--- src/rtl/unstick_pkg.sv ---
package unstick_pkg;

    typedef enum logic [2:0] {
        ST_IDLE,
        ST_CLK_LOW,
        ST_CLK_HIGH,
        ST_STOP_BOTH,
        ST_STOP_SDA,
        ST_REPORT
    } unstick_state_t;

endpackage

--- src/rtl/unstick_phase_timer.sv ---
module unstick_phase_timer #(
    parameter int PHASE_TICKS = 6
) (
    input  logic clk_i,
    input  logic rst_ni,
    input  logic hold_i,
    input  logic tick_i,
    output logic end_o
);
    localparam int CW = $clog2(PHASE_TICKS + 1);

    logic [CW-1:0] cnt_q;

    assign end_o = tick_i && !hold_i && (cnt_q == CW'(PHASE_TICKS - 1));

    always_ff @(posedge clk_i) begin
        if (!rst_ni) begin
            cnt_q <= '0;
        end else if (hold_i || end_o) begin
            cnt_q <= '0;
        end else if (tick_i) begin
            cnt_q <= cnt_q + 1'b1;
        end
    end

    AST_TIMER_RANGE: assert property (@(posedge clk_i) disable iff (!rst_ni)
        cnt_q < CW'(PHASE_TICKS));

endmodule

--- src/rtl/unstick_pulse_counter.sv ---
module unstick_pulse_counter #(
    parameter int MAX_PULSES = 10
) (
    input  logic clk_i,
    input  logic rst_ni,
    input  logic clr_i,
    input  logic inc_i,
    output logic last_o
);
    localparam int PW = $clog2(MAX_PULSES + 1);

    logic [PW-1:0] count_q;

    assign last_o = (count_q == PW'(MAX_PULSES - 1));

    always_ff @(posedge clk_i) begin
        if (!rst_ni || clr_i) begin
            count_q <= '0;
        end else if (inc_i) begin
            count_q <= count_q + 1'b1;
        end
    end

    AST_PULSE_LIMIT: assert property (@(posedge clk_i) disable iff (!rst_ni)
        count_q <= PW'(MAX_PULSES));

endmodule

--- src/rtl/i2c_bus_unstick.sv ---
module i2c_bus_unstick
    import unstick_pkg::*;
#(
    parameter int PHASE_TICKS = 6,
    parameter int MAX_PULSES  = 10
) (
    input  logic clk_i,
    input  logic rst_ni,
    input  logic start_i,
    input  logic tick_us_i,
    input  logic sda_i,
    input  logic scl_i,
    output logic scl_pull_o,
    output logic sda_pull_o,
    output logic busy_o,
    output logic done_o,
    output logic failed_o
);
    unstick_state_t state_q, state_d;
    logic phase_end, timer_hold, last_pulse, pulse_inc, fail_q;

    // Timer idles outside timed states and while a target stretches SCL.
    assign timer_hold = (state_q == ST_IDLE) || (state_q == ST_REPORT) ||
                        ((state_q == ST_CLK_HIGH) && !scl_i);
    assign pulse_inc  = (state_q == ST_CLK_HIGH) && phase_end;

    unstick_phase_timer #(.PHASE_TICKS(PHASE_TICKS)) u_timer (
        .clk_i  (clk_i),
        .rst_ni (rst_ni),
        .hold_i (timer_hold),
        .tick_i (tick_us_i),
        .end_o  (phase_end)
    );

    unstick_pulse_counter #(.MAX_PULSES(MAX_PULSES)) u_pulses (
        .clk_i  (clk_i),
        .rst_ni (rst_ni),
        .clr_i  (state_q == ST_IDLE),
        .inc_i  (pulse_inc),
        .last_o (last_pulse)
    );

    always_comb begin
        state_d = state_q;
        unique case (state_q)
            ST_IDLE:      if (start_i) state_d = sda_i ? ST_REPORT : ST_CLK_LOW;
            ST_CLK_LOW:   if (phase_end) state_d = ST_CLK_HIGH;
            ST_CLK_HIGH:  if (phase_end) state_d = (sda_i || last_pulse) ? ST_STOP_BOTH : ST_CLK_LOW;
            ST_STOP_BOTH: if (phase_end) state_d = ST_STOP_SDA;
            ST_STOP_SDA:  if (phase_end) state_d = ST_REPORT;
            ST_REPORT:    state_d = ST_IDLE;
            default:      state_d = ST_IDLE;
        endcase
    end

    always_ff @(posedge clk_i) begin
        if (!rst_ni) begin
            state_q <= ST_IDLE;
            fail_q  <= 1'b0;
        end else begin
            state_q <= state_d;
            if ((state_q == ST_IDLE) && start_i) begin
                fail_q <= 1'b0;
            end else if (pulse_inc && !sda_i && last_pulse) begin
                fail_q <= 1'b1;
            end
        end
    end

    always_comb begin
        scl_pull_o = (state_q == ST_CLK_LOW) || (state_q == ST_STOP_BOTH);
        sda_pull_o = (state_q == ST_STOP_BOTH) || (state_q == ST_STOP_SDA);
        busy_o     = (state_q == ST_CLK_LOW) || (state_q == ST_CLK_HIGH) ||
                     (state_q == ST_STOP_BOTH) || (state_q == ST_STOP_SDA);
        done_o     = (state_q == ST_REPORT);
        failed_o   = fail_q;
    end

    AST_BUSY_NEEDS_LOW_SDA: assert property (@(posedge clk_i) disable iff (!rst_ni)
        $rose(busy_o) |-> $past(start_i && !sda_i));
    AST_PHASE_ON_TICK: assert property (@(posedge clk_i) disable iff (!rst_ni)
        (busy_o && $past(busy_o) && !$stable(scl_pull_o)) |-> $past(tick_us_i));
    AST_SDA_PULL_UNDER_SCL: assert property (@(posedge clk_i) disable iff (!rst_ni)
        $rose(sda_pull_o) |-> scl_pull_o);
    AST_SDA_RELEASE_LAST: assert property (@(posedge clk_i) disable iff (!rst_ni)
        $fell(sda_pull_o) |-> (!scl_pull_o && $past(!scl_pull_o)));
    AST_FAIL_ON_LOW_SDA: assert property (@(posedge clk_i) disable iff (!rst_ni)
        $rose(failed_o) |-> $past(!sda_i));
    AST_DONE_AFTER_BUSY: assert property (@(posedge clk_i) disable iff (!rst_ni)
        $fell(busy_o) |-> done_o);

endmodule

--- config.mk ---
export PLATFORM = sky130hd
export DESIGN_NAME = i2c_bus_unstick
export DESIGN_NICKNAME = d
export VERILOG_FILES = /design/src/rtl/unstick_pkg.sv /design/src/rtl/unstick_phase_timer.sv /design/src/rtl/unstick_pulse_counter.sv /design/src/rtl/i2c_bus_unstick.sv
export SDC_FILE = /design/constraint.sdc
export NUM_CORES = 1
export LEC_CHECK = 0
export ABC_AREA = 1
export ABC_CLOCK_PERIOD_IN_PS = 1400
export BUFFER_PORTS_ARGS = -buffer_cell sky130_fd_sc_hd__buf_2
export CAP_MARGIN = 20
export CORE_MARGIN = 8
export CORE_UTILIZATION = 40
export DETAILED_ROUTE_END_ITERATION = 10
export GPL_TIMING_DRIVEN = 0
export PLACE_DENSITY = 0.62
export SYNTH_ARGS = -nofsm -noshare
export SYNTH_HDL_FRONTEND = slang
export SYNTH_SLANG_ARGS = --single-unit
--- constraint.sdc ---
create_clock -name clk_i -period 1.4 [get_ports clk_i]
set_input_delay 0.14 -clock clk_i [delete_from_list [all_inputs] [get_ports clk_i]]
set_output_delay 0.14 -clock clk_i [all_outputs]
set_load 0.02 [all_outputs]
==> run_results.csv <==
group,metric,value,unit
clocking,clkSlewWorstSetupHoldPaths,0.07,ns
setup_path,critPathRequiredTime,1.26,ns
pwr,leakagePower,0.368,nW
die,io-pin-count,11,
yosys,synth_cells,99,
die,core,1670,um2
timing,tns,0,ns
setup_path,cp.arrival,1.17,ns
yosys,ys_seq_area_share,32.2,%
die,die_y,57.3,um
route,vias,660,
yosys,yosysWarnings,0,
timing,hold_viol_final,0,
die,rows,15,
timing,skew,0.00273,ns
route,firstDrtPassIters,4,
global_routing,grt_max_degree,8,
outcome,run_status,"finished, final reports clean",
worst_hold_path,hold_path_class,"in -> reg",
timing,setup_slack,0.0902,ns
timing,post-route-min-period,1.31,ns
clocking,cts_sinks,11,
route,ant_nets,0,
placed_design,pre_cts_slack,0.0411,ns
setup_path,cp_cell_sequence,"nor2_4 > nand2_2 > inv_2 > nor2_2 > buf_4",
setup_path,regToRegSetupSlack,0.14,ns
layout,synthToLayoutAreaGrowth,18.1,%
placed_design,port_buffers,10,
setup_path,criticalPathCategory,"reg -> out",
timing,setup_violations,0,
flow_run,maxCapViolations,0,
timing,worst_pin_slew,0.223,ns
global_routing,overflow,0,
route,routed_wirelength,1390,um
timing,relSlewSlack,85.1,%
die,initial_utilization,40.9,%
layout,ff_latch_area,231,um2
setup_path,crit_fanout,5,
die,dieArea,3290,um2
route,drt_iter0_markers,10,
pwr,power_density,1660,nW/um2
route,viasPerCell,5.08,
clocking,clk-insertion-delay-late,0.27,ns
clocking,cts_root_buffer,"clkbuf_4",
layout,multiInputGateArea,408,um2
clocking,cts_setup_buffers,0,
global_routing,grt_pass1_vias,647,
die,die_w,57.3,um
timing,report.final.slew_viol_count,0,
pwr,ir_drop,1070,uV
pwr,p_total,1.34,mW
setup_path,cpMaxStageDelayCell,"dfxtp_4",
global_routing,grt_pass1_wl,2620,um
layout,diodes,0,
timing,fin_crit_sh,93.6,%
global_routing,gr-usage-all-layers,10.3,%
setup_path,critical_path.max_stage_delay,0.37,ns
placed_design,place_congestion,0.840,
layout,nFillCells,185,
layout,nNetsFinal,124,
clocking,cts_tree,"done",
timing,max_clock_freq,0.763,GHz
global_routing,antenna_found_initial,0,
yosys,synth.distinct_cells,20,
yosys,synth.avg_cell_area,6.90,um2
clocking,ctsLongestPathBuffers,2,
route,drcViolationCount,0,
layout,drive_above_1_share,26.5,%
setup_path,cp-end-kind,"output port",
clocking,htreeDepth,1,
yosys,ys_seq_elements,11,
yosys,syn_nets,109,
clocking,numCtsBuffers,3,
timing,rsz0062_at_grt,"false",
placed_design,dp_hpwl,1100,um
yosys,syn_area,683,um2
setup_path,crit_path_start_kind,"flip-flop",
route,routedWlPerCell,10.7,um
==> logic make-up after synthesis <==
| logic type | after synthesis | share of synthesized area [%] |
|---|---|---|
| adder cells (fa/ha/maj) | 4 | 7.33 |
| AO/OA/AOI/OAI | 13 | 9.89 |
| AND/OR/NAND/NOR | 49 | 35.5 |
| flip-flops | 11 | 32.2 |
| buffers and inverters | 18 | 9.89 |
| XOR/XNOR | 4 | 5.13 |
==> registers in the layout (all words and copies together), names as in the netlist <==
register	count
u_pulses.count_q	4
state_q	3
failed_o	1
u_timer.cnt_q	3
==> metal layers <==
metal	global-route usage, %	vias to the layer above	part of all wire, %
met4	6.43	0	0.87
met5	0	-	0
li1	-	346	-
met3	4.26	2	5.4
met2	16.7	14	50
met1	10.6	298	44
==> timing repair <==
item | in CTS | in global routing
resized for setup | 3 | 8
endpoints found under the setup margin | 1 | 9
hold buffers | 0 | 0
pin swaps | 0 | 1
gates cloned | 0 | 0
==> worst max-delay path: cells and delay by family, from the launching register on <==
kind	cells	cell delay, ns
flops	1	0.37
buf+inv	2	0.24
simple gates	3	0.28
==> synthesized netlist by cell type <==
library cell   n  area (um2)
nand2_1       19        71.3
inv_1         15        56.3
dfxtp_1       11         220
nor2_1        11        41.3
a21oi_1       10        50.1
nand3_1        6        30.0
ha_1           4        50.1
inv_2          3        11.3
nand2_2        3        18.8
nand4_1        3        18.8
xor2_1         3        26.3
nor2_2         2        12.5
o21ai_0        2        10.0
nand3_4        1        17.5
nor2_4         1        11.3
nor3_1         1        5.00
nor3_2         1        10.0
o211ai_1       1        7.51
or2_2          1        6.26
xnor2_1        1        8.76
==> layout by cell type (no fill, tap or decap) <==
cell       n
nand2_1   19
inv_1     14
nor2_1    10
a21oi_1   10
buf_2      9
dfxtp_1    8
nand3_1    6
inv_2      4
ha_1       4
nor2_4     3
nand2_2    3
nand4_1    3
xor2_1     3
clkbuf_4   3
dfxtp_4    3
o21ai_0    2
nor2_2     1
or2_2      1
nand3_4    1
o211ai_1   1
nor3_2     1
xnor2_1    1
nor3_1     1
clkbuf_1   1
buf_4      1
==> where the power goes <==
part	total (mW)	internal (mW)	switching (mW)
sequential	0.458	0.378	0.0805
clock	0.221	0.110	0.111
combinational	0.659	0.232	0.427
total	1.34	0.720	0.618
==> final timing paths <==
kind	startpoint	endpoint	cells past startpoint
hold / removal	rst_ni	state_q[0]$_SDFFE_PN0P_	3
setup reg to reg	u_timer.cnt_q[0]$_SDFFE_PP0P_	state_q[1]$_SDFFE_PN0P_	8
hold reg to reg	u_pulses.count_q[3]$_SDFFE_PP0P_	u_pulses.count_q[3]$_SDFFE_PP0P_	2
setup / recovery	state_q[0]$_SDFFE_PN0P_	busy_o	5
==> cell type report <==
class | instances | share of cell area (%)
tap | 17 | 2.64
timing repair buffer | 10 | 6.51
inverter | 18 | 8.37
sequential | 11 | 28.7
clock buffer | 4 | 3.26
multi-input combinational | 70 | 50.5
==> metrics by stage <==
stage	instance area (um2)	utilization, %	hold WS, ns	instances
finish	807	48.3	0.130	130
global route	807	48.3	0.136	130
CTS	785	47.0	0.124	130
detailed placement	754	45.2	0.427	126
global placement	754	45.2	0.417	126
floorplan	683	-	0.261	99
(Power assumes the default switching activity.)
